==> src/rtl/dmar_pkg.sv <==
package dmar_pkg;
    localparam int SEL_W   = 3;
    localparam int NUM_SRC = 6;
    localparam logic [SEL_W-1:0] SEL_PIN_EDGE  = 3'd6;
    localparam logic [SEL_W-1:0] SEL_PIN_LEVEL = 3'd7;

    typedef struct packed {
        logic s1;
        logic s2;
        logic s3;
    } pin_sync_t;

    typedef struct packed {
        logic pend;
        logic done;
        logic en_seen;
    } chan_st_t;
endpackage

==> src/rtl/dmar_pin_sync.sv <==
module dmar_pin_sync
    import dmar_pkg::*;
(
    input  logic clk,
    input  logic rst_n,
    input  logic pin_n_i,
    output logic fall_o,
    output logic low_o
);
    pin_sync_t st_d, st_q;

    always_comb begin
        st_d    = st_q;
        st_d.s1 = pin_n_i;
        st_d.s2 = st_q.s1;
        st_d.s3 = st_q.s2;
    end

    always_ff @(posedge clk or negedge rst_n) begin
        if (!rst_n) st_q <= '1;
        else        st_q <= st_d;
    end

    assign fall_o = st_q.s3 & ~st_q.s2;
    assign low_o  = ~st_q.s2;

    // a held-low pin produces a single edge event
    p_edge_once_r7: assert property (@(posedge clk) disable iff (!rst_n)
        fall_o |=> !fall_o);
endmodule

==> src/rtl/dmar_chan.sv <==
module dmar_chan
    import dmar_pkg::*;
#(
    parameter bit IS_EXT = 1'b0
) (
    input  logic             clk,
    input  logic             rst_n,
    input  logic             en_i,
    input  logic             endie_i,
    input  logic [SEL_W-1:0] sel_i,
    input  logic [NUM_SRC-1:0] req_i,
    input  logic             fall_i,
    input  logic             low_i,
    input  logic             ack_i,
    input  logic             clr_i,
    output logic             pend_o,
    output logic             done_o
);
    localparam int SEL_N = 1 << SEL_W;

    chan_st_t st_d, st_q;
    logic [SEL_N-1:0] req_ext;
    logic hit, edge_set, lvl_set, end_set;

    always_comb begin
        req_ext                = '0;
        req_ext[NUM_SRC-1:0]   = req_i;
        hit      = req_ext[sel_i];
        edge_set = IS_EXT && (sel_i == SEL_PIN_EDGE) && fall_i;
        lvl_set  = IS_EXT && (sel_i == SEL_PIN_LEVEL) && low_i && !ack_i;
        end_set  = st_q.en_seen && !en_i && endie_i;

        st_d         = st_q;
        st_d.pend    = en_i && ((st_q.pend && !ack_i) || hit || edge_set || lvl_set);
        st_d.done    = (st_q.done && !clr_i) || end_set;
        st_d.en_seen = en_i;
    end

    always_ff @(posedge clk or negedge rst_n) begin
        if (!rst_n) st_q <= '0;
        else        st_q <= st_d;
    end

    assign pend_o = st_q.pend;
    assign done_o = st_q.done;

    p_off_drops_r3: assert property (@(posedge clk) disable iff (!rst_n)
        !en_i |=> !pend_o);

    p_level_gap_r8: assert property (@(posedge clk) disable iff (!rst_n)
        (IS_EXT && ack_i && sel_i == SEL_PIN_LEVEL) |=> !pend_o);

    p_end_set_r10: assert property (@(posedge clk) disable iff (!rst_n)
        (st_q.en_seen && !en_i && endie_i) |=> done_o);

    p_end_clear_r11: assert property (@(posedge clk) disable iff (!rst_n)
        (clr_i && !(st_q.en_seen && !en_i && endie_i)) |=> !done_o);
endmodule

==> src/rtl/dma_trig_router.sv <==
module dma_trig_router
    import dmar_pkg::*;
#(
    parameter int             NCH    = 4,
    parameter logic [NCH-1:0] CH_EXT = 4'b1010
) (
    input  logic                 clk,
    input  logic                 rst_n,
    input  logic [NCH-1:0]       ch_en_i,
    input  logic [NCH-1:0]       ch_endie_i,
    input  logic [NCH*SEL_W-1:0] ch_sel_i,
    input  logic [NUM_SRC-1:0]   periph_req_i,
    input  logic [NCH-1:0]       dreq_n_i,
    input  logic [NCH-1:0]       ch_ack_i,
    input  logic [NCH-1:0]       end_clr_i,
    output logic [NCH-1:0]       ch_trig_o,
    output logic [NCH-1:0]       ch_full_addr_o,
    output logic [NUM_SRC-1:0]   cpu_irq_o,
    output logic [NCH-1:0]       end_irq_o
);
    localparam logic [SEL_W-1:0] SRC_LIM = SEL_W'(NUM_SRC);

    logic [SEL_W-1:0] sel_a [NCH];
    logic [NCH-1:0]   pend;
    logic [NCH-1:0]   pin_fall, pin_low;
    logic [NCH-1:0]   blocked;
    logic [NCH-1:0]   share_m [NUM_SRC];

    for (genvar i = 0; i < NCH; i++) begin : g_ch
        assign sel_a[i] = ch_sel_i[i*SEL_W +: SEL_W];

        dmar_pin_sync u_sync (
            .clk     (clk),
            .rst_n   (rst_n),
            .pin_n_i (dreq_n_i[i]),
            .fall_o  (pin_fall[i]),
            .low_o   (pin_low[i])
        );

        dmar_chan #(.IS_EXT(CH_EXT[i])) u_chan (
            .clk     (clk),
            .rst_n   (rst_n),
            .en_i    (ch_en_i[i]),
            .endie_i (ch_endie_i[i]),
            .sel_i   (sel_a[i]),
            .req_i   (periph_req_i),
            .fall_i  (pin_fall[i]),
            .low_i   (pin_low[i]),
            .ack_i   (ch_ack_i[i]),
            .clr_i   (end_clr_i[i]),
            .pend_o  (pend[i]),
            .done_o  (end_irq_o[i])
        );

        assign ch_full_addr_o[i] = !CH_EXT[i] && ch_en_i[i] &&
                                   (sel_a[i] == SEL_PIN_EDGE || sel_a[i] == SEL_PIN_LEVEL);
    end

    // fixed priority among channels sharing one internal source
    always_comb begin
        for (int i = 0; i < NCH; i++) begin
            blocked[i] = 1'b0;
            for (int j = 0; j < i; j++) begin
                if (pend[j] && ch_en_i[j] && sel_a[j] == sel_a[i]) blocked[i] = 1'b1;
            end
            ch_trig_o[i] = pend[i] && !(blocked[i] && sel_a[i] < SRC_LIM);
        end
    end

    // CPU interrupt masking by claiming channels
    always_comb begin
        for (int s = 0; s < NUM_SRC; s++) begin
            for (int i = 0; i < NCH; i++) begin
                share_m[s][i] = ch_en_i[i] && (sel_a[i] == SEL_W'(s));
            end
            cpu_irq_o[s] = periph_req_i[s] && !(|share_m[s]);
        end
    end

    for (genvar s = 0; s < NUM_SRC; s++) begin : g_src
        p_claim_masks_r4: assert property (@(posedge clk) disable iff (!rst_n)
            (|share_m[s]) |-> !cpu_irq_o[s]);

        p_one_grant_r5: assert property (@(posedge clk) disable iff (!rst_n)
            $onehot0(ch_trig_o & share_m[s]));
    end
endmodule

==> config.mk <==
export PLATFORM = sky130hd
export DESIGN_NAME = dma_trig_router
export DESIGN_NICKNAME = d
export VERILOG_FILES = /design/src/rtl/dmar_pkg.sv /design/src/rtl/dmar_pin_sync.sv /design/src/rtl/dmar_chan.sv /design/src/rtl/dma_trig_router.sv
export SDC_FILE = /design/constraint.sdc
export NUM_CORES = 1
export LEC_CHECK = 0
export BUFFER_PORTS_ARGS = -buffer_cell sky130_fd_sc_hd__buf_2
export CAP_MARGIN = 40
export CELL_PAD_IN_SITES_DETAIL_PLACEMENT = 2
export CELL_PAD_IN_SITES_GLOBAL_PLACEMENT = 2
export CORE_MARGIN = 3
export CORE_UTILIZATION = 28
export CTS_BUF_LIST = sky130_fd_sc_hd__clkbuf_4
export CTS_CLUSTER_SIZE = 16
export DETAILED_ROUTE_END_ITERATION = 16
export PLACE_DENSITY = 0.84
export SETUP_SLACK_MARGIN = 0.5
export SYNTH_ARGS = -nofsm -noshare
export SYNTH_HDL_FRONTEND = slang
export SYNTH_SLANG_ARGS = --single-unit
export TNS_END_PERCENT = 5
==> constraint.sdc <==
create_clock -name clk -period 1.76 [get_ports clk]
set_input_delay 0.352 -clock clk [delete_from_list [all_inputs] [get_ports clk]]
set_output_delay 0.352 -clock clk [all_outputs]
set_load 0.02 [all_outputs]
==> results of run 1 <==
-- cells in the final DEF (no fill, tap or decap), types with 2 or more instances in the layout --
| cell | n |
|---|---|
| a31oi_1 | 2 |
| buf_2 | 33 |
| buf_4 | 35 |
| buf_6 | 9 |
| clkbuf_4 | 4 |
| conb_1 | 2 |
| dfrtp_1 | 12 |
| dfstp_2 | 6 |
| inv_1 | 11 |
| mux2i_1 | 3 |
| mux4_2 | 4 |
| nand2_1 | 11 |
| nand2_2 | 3 |
| nand2b_1 | 3 |
| nand3b_1 | 5 |
| nor2_1 | 7 |
| nor2b_1 | 3 |
| nor3_2 | 2 |
| nor4_2 | 3 |
| nor4_4 | 2 |
| nor4b_1 | 2 |
| nor4b_2 | 2 |
| o22a_1 | 2 |
| o22ai_1 | 5 |
| xor2_1 | 14 |
| xor2_2 | 3 |
-- power by group through the flow --
| stage | logic [µW] | registers [µW] | clock network [µW] |
|---|---|---|---|
| finish | 488 | 463 | 225 |
| global route | 523 | 467 | 253 |
| CTS | 439 | 462 | 240 |
| detailed placement | 393 | 469 | 0 |
| global placement | 377 | 467 | 0 |
| floorplan | 260 | 464 | 0 |
-- worst max-delay path: stages --
cell	delay (ns)
clkbuf_4	0.16
buf_4	0.16
nand3b_1	0.19
o22a_1	0.18
and4_1	0.21
buf_4	0.16
-- cell families after synthesis --
group           Yosys count  synth area share, %
compound gates           26                 14.0
xor+xnor                 17                 10.5
buf+inv                  31                 11.0
flops                    18                 32.4
mux                       8                 9.28
other cells               1                0.265
simple gates             57                 22.6
-- registers in the layout, summed over array words and instances (netlist names) --
| register | cells |
|---|---|
| g_ch.u_chan.done_o | 4 |
| g_ch.u_chan.pend_o | 4 |
| g_ch.u_chan.st_q | 4 |
| g_ch.u_sync.st_d | 4 |
| g_ch.u_sync.st_q | 2 |
-- through the flow --
step                      TNS (ns)  hold WS, ns  utilization [%]
after global placement     -0.0203        0.310             38.8
after floorplan                  0       0.0564                -
after detailed placement   -0.0691        0.317             38.8
after CTS                 -0.00127        0.120             42.4
final                      -0.0132        0.129             44.9
after global routing        -0.157        0.116             44.9
-- cell type report --
cell class	instances	area, µm²
clock inverter	1	3.75
timing repair buffer	80	562
multi-input combinational	110	993
fill	545	2650
clock buffer	3	22.5
tap	67	83.8
inverter	11	41.3
sequential	18	458
-- layer usage --
| metal | GRT usage [%] | share of wire [%] | vias to the layer above |
|---|---|---|---|
| met1 | 24.7 | 42 | 763 |
| met2 | 35.6 | 53 | 55 |
| met3 | 3.76 | 4.9 | 8 |
| li1 | - | - | 680 |
| met4 | 4.09 | 0.84 | 0 |
| met5 | 0 | 0 | - |
-- path summary, 6_finish.rpt --
path	start	to	slack (ns)	depth (start not counted)
worst max-delay path	ch_sel_i[11]	cpu_irq_o[3]	-0.01	6
worst min-delay path	dreq_n_i[1]	g_ch[1].u_sync.st_d[1]$_DFF_PN1_	0.13	1
worst max register to register	g_ch[3].u_chan.pend_o$_DFF_PN0_	g_ch[3].u_chan.pend_o$_DFF_PN0_	0.57	3
worst min register to register	g_ch[3].u_sync.st_d[1]$_DFF_PN1_	g_ch[3].u_sync.st_d[0]$_DFF_PN1_	0.36	0
max in group asynchronous	rst_n	g_ch[3].u_sync.st_d[0]$_DFF_PN1_	0.90	2
min in group asynchronous	rst_n	g_ch[1].u_chan.st_q[0]$_DFF_PN0_	0.52	2
-- what timing repair did --
action	4_1_cts	5_1_grt
resized for setup	38	19
endpoints found under the setup margin	13	13
buffers inserted	2	2
hold buffers	1	0
pin swaps	12	2
hold endpoints to repair	12	0
==> summary.md, run 1 <==
| Metric | Value |
|---|---|
| Status | `finished with violations` |
| Violated checks | `negative setup slack` |
| Final Wtd Congestion | `0.890` |
| Seq cells post-synth | `18` |
| N_diodes | `0` |
| Most common cell in the synthesized netlist | `xor2_1` |
| Pre-CTS WS | `-0.0462 ns` |
| Leakage power | `0.000973 µW` |
| Syn_area_per_cell | `8.96 µm²` |
| Async set-reset flop share out of synthesis | `100%` |
| Synth Flop Type | `dfrtp_1` |
| Residual DRC count | `0` |
| Slew Viols, Final | `0` |
| Register area share after synthesis | `32.4%` |
| EDFF count, synth | `0` |
| DIE WIDTH | `77.1 µm` |
| Clock skew | `0.00839 ns` |
| Logic pwr share | `41.5%` |
| Fmax achieved | `564 MHz` |
| Inst Count DP | `281` |
| Worst setup EP type | `output pin` |
| Die ar. | `5940 µm²` |
| Post-synth top area cell | `dfrtp_1` |
| Worst-Skew Late Latency | `0.30 ns` |
| Int Power | `749 µW` |
| TritonCTS buffer count | `3` |
| Vias | `1,506` |
| Max FO, Critical Path | `6` |
| Non-Filler Instances | `290` |
| TritonCTS Sinks | `18` |
| Hold WC Path Type | `in2reg` |
| Initial DRC Count | `76` |
| Largest net degree at the start of global routing | `19` |
| CTS H-tree lvls | `1` |
| Routed length per instance | `20.9 µm` |
| Reg power frac | `39.4%` |
| Antenna viol nets, final | `0` |
| I/O Pins | `58` |
| Power Total | `1180 µW` |
| Synth Warn # | `0` |
| Crit share post-route | `101%` |
| Crit path required time | `1.41 ns` |
| Final worst setup slack | `-0.0132 ns` |
| Commonest cells post-synth | `xor2_1 (17), nand2_1 (15), dfrtp_1 (12)` |
| CP Launch Type | `input port` |
| Share of cells above drive strength 1 | `53.8%` |
| Switching power | `427 µW` |
| Post-Syn Area | `1420 µm²` |
| Final #Nets | `264` |
| Core region area | `4820 µm²` |
| Final instance area | `2160 µm²` |
| Dpl hpwl | `4270 µm` |
| Antenna violations before repair | `0` |
| Yosys top cell area share | `21.2%` |
| Vias in the first global route | `1,704` |
| PD cells | `544 nW/µm²` |
| Longest Clk Path Bufs | `2` |
| Starting Density | `29.4%` |
| TritonCTS clock tree | `done` |
| Post-Syn Instances | `158` |
| Sw frac | `36.3%` |
| Die Span Y | `77.1 µm` |
| Root buf cell | `clkbuf_4` |
| Crit path time final | `1.77 ns` |
| GRT Resource Usage Total | `19.8%` |
| Synth top area cells | `dfrtp_1 (21%), dfstp_2 (11%), xor2_1 (11%), mux4_2 (6.4%), nand2_1 (4.0%)` |
| First-pass GRT wire length | `9330 µm` |
| # setup viols final | `1` |
| Maximum vdd drop | `0.376 mV` |
| TritonRoute pass-1 iters | `4` |
| Vias per inst | `5.19` |
| Overflow after GRT | `0` |
| Clock power frac | `19.1%` |
| Max-Cap Viols | `0` |
| WL final | `6050 µm` |
| Area after DPL | `1870 µm²` |
| Clk slew on worst S/H paths | `0.12 ns` |
| CP arrival | `1.42 ns` |
| Row cnt | `25` |
| Final hold viol count | `0` |
| PortBufs | `53` |
| RSZ-0062 raised after global routing | `true` |
| Distinct cells, synth | `44` |
| Area delta synth->final | `53.0%` |
| Worst Setup Path Type | `in2out` |
(Power assumes the default switching activity.)
==> run 2, diff against run 1 <==
==> constraint.sdc (replaced) <==
create_clock -name clk -period 1.76 [get_ports clk]
set_input_delay 0.352 -clock clk [delete_from_list [all_inputs] [get_ports clk]]
set_output_delay 0.352 -clock clk [all_outputs]
set_load 0.05 [all_outputs]
==> summary.md, run 2 (synthesis results as in run 1) <==
| Metric | Value |
|---|---|
| DIE WIDTH | `77.1 µm (unchanged)` |
| Area after DPL | `1990 µm² (+6.7%)` |
| PD cells | `549 nW/µm² (+0.97%)` |
| Worst reg2reg startpoint | `g_ch[1].u_chan.pend_o$_DFF_PN0_` |
| Clock power frac | `17.5% (-1.6 points)` |
| CP Launch Type | `flop` |
| Crit path launch | `g_ch[1].u_chan.pend_o$_DFF_PN0_` |
| CTS H-tree lvls | `1 (unchanged)` |
| Logic pwr share | `49.2% (+7.7 points)` |
| Fmax achieved | `545 MHz (-3.3%)` |
| Int Power | `828 µW (+10%)` |
| Switching power | `575 µW (+35%)` |
| Worst-Skew Late Latency | `0.32 ns (+0.02 ns)` |
| Reg power frac | `33.3% (-6.1 points)` |
| Final core occ | `53.1% (+8.1 points)` |
| Routed length per instance | `24.7 µm (+18%)` |
| Row cnt | `25 (unchanged)` |
| Antenna violations before repair | `0 (unchanged)` |
| Final Wtd Congestion | `0.836 (-6.1%)` |
| PortBufs | `53 (unchanged)` |
| TritonCTS Sinks | `18 (unchanged)` |
| Crit path time final | `1.83 ns (+0.0600 ns)` |
| Max FO, Critical Path | `2 (-4)` |
| Longest Clk Path Bufs | `2 (unchanged)` |
| Status | `finished with violations` |
| RSZ-0062 raised after global routing | `true` |
| Final worst setup slack | `-0.0732 ns (-0.0600 ns)` |
| Worst setup EP type | `output pin` |
| Slew Viols, Final | `0 (unchanged)` |
| Hold WC Path Type | `in2reg` |
| Dpl hpwl | `4610 µm (+8.1%)` |
| Share of cells above drive strength 1 | `63.2% (+9.4 points)` |
| N_diodes | `0 (unchanged)` |
| Pre-CTS WS | `-0.219 ns (-0.173 ns)` |
| TritonCTS buffer count | `3 (unchanged)` |
| Vias in the first global route | `1,908 (+12%)` |
| Root buf cell | `clkbuf_4` |
| Overflow after GRT | `0 (unchanged)` |
| WL final | `7350 µm (+22%)` |
| Most used cells in the layout excluding fill and tap cells | `buf_4 (30), buf_6 (23), buf_2 (22), xor2_1 (12), dfrtp_1 (12)` |
| Setup tns final | `-0.139 ns (-0.125 ns)` |
| Largest net degree at the start of global routing | `19 (unchanged)` |
| Final #Nets | `272 (+3.0%)` |
| Max-Cap Viols | `0 (unchanged)` |
| Vias per inst | `5.20 (about the same)` |
| Starting Density | `29.4% (unchanged)` |
| Maximum vdd drop | `0.335 mV (-11%)` |
| Die ar. | `5940 µm² (unchanged)` |
| Final instance area | `2560 µm² (+18%)` |
| CP arrival | `1.48 ns (+0.06 ns)` |
| Vias | `1,549 (+2.9%)` |
| Clock skew | `0.00718 ns (-0.00121 ns)` |
| Sw frac | `41.0% (+4.7 points)` |
| Die Span Y | `77.1 µm (unchanged)` |
| TritonRoute pass-1 iters | `4 (unchanged)` |
| TritonCTS clock tree | `done` |
| Final hold viol count | `0 (unchanged)` |
| Antenna viol nets, final | `0 (unchanged)` |
| I/O Pins | `58 (unchanged)` |
| Leakage power | `0.00111 µW (+14%)` |
| Sequential cell area | `458 µm² (unchanged)` |
| Fillers | `500 (-8.3%)` |
| Crit share post-route | `104% (+3.4 points)` |
| Clk slew on worst S/H paths | `0.13 ns (about the same)` |
| Core region area | `4820 µm² (unchanged)` |
| Initial DRC Count | `47 (-38%)` |
| First-pass GRT wire length | `11,100 µm (+18%)` |
| GRT Resource Usage Total | `24.7% (+4.9 points)` |
| Crit path required time | `1.41 ns (about the same)` |
| Residual DRC count | `0 (unchanged)` |
| # setup viols final | `2 (+1)` |
| Area delta synth->final | `80.6%` |
| Min-delay src | `dreq_n_i[3]` |
| Area of the multi-input gates | `1140 µm² (+15%)` |
| Hold Slack | `0.115 ns (-0.0140 ns)` |
| Worst Setup Path Type | `reg2out` |
| Commonest non-fill, non-tap cell in the layout | `buf_4` |
| Violated checks | `negative setup slack` |
-- run 2: cell count changes in the layout (fill, tap and decap cells not counted), sizes merged --
cell / change
clkbuf: -1
buf: +9
-- run 2: power groups by stage --
| stage | clock [µW] | sequential, µW | combinational (µW) |
|---|---|---|---|
| 6_report | 246 | 468 | 690 |
| 5_1_grt | 274 | 472 | 726 |
| 4_1_cts | 248 | 465 | 637 |
| 3_5_place_dp | 0 | 468 | 507 |
| 3_3_place_gp | 0 | 465 | 488 |
| 2_1_floorplan | 0 | 464 | 356 |
-- run 2: cell type report --
type,count,area share [%]
clock inverters,1,0.147
flip-flops and latches,18,17.9
clock buffers,3,0.881
inverters,11,1.71
well taps,67,3.28
repair buffers,88,31.5
multi-input cells,110,44.6
-- run 2: routing by layer --
layer  track usage (%)  routed length [µm]  up-vias
met4              7.30                 112        0
li1                  -                   -      696
met3              4.34                 320       11
met1              27.3                2860      795
met5                 0                   0        -
met2              47.6                4060       47
-- run 2: worst paths after layout --
check                           slack [ns]  cells past startpoint                                to
worst max-delay path                 -0.07                      5                      ch_trig_o[2]
worst min-delay path                  0.12                      1  g_ch[3].u_sync.st_d[1]$_DFF_PN1_
worst max register to register        0.51                      5   g_ch[1].u_chan.pend_o$_DFF_PN0_
worst min register to register        0.37                      0  g_ch[3].u_sync.st_d[0]$_DFF_PN1_
max in group asynchronous             0.93                      2  g_ch[3].u_sync.st_q[0]$_DFF_PN1_
min in group asynchronous             0.48                      2   g_ch[1].u_chan.done_o$_DFF_PN0_
-- run 2: timing repair --
| action | 4_1_cts | 5_1_grt |
|---|---|---|
| hold buffers | 1 | 0 |
| cloned | 0 | 0 |
| gates resized for setup | 102 | 22 |
| pin swaps | 19 | 12 |
| endpoints found under the hold margin | 12 | 0 |
| setup endpoints to repair | 18 | 18 |
| setup buffers | 3 | 1 |
-- run 2: stage by stage --
stage               cells  power [µW]
global route          298        1470
finish                298        1400
CTS                   297        1350
floorplan             159         820
global placement      289         954
detailed placement    289         975
-- run 2: worst max-delay path: stages, from the launching register on --
cell and delay, ns:
dfrtp_1 0.44, nand2_4 0.11, nor4_4 0.13, o21ai_1 0.10, and2_2 0.22, buf_6 0.15
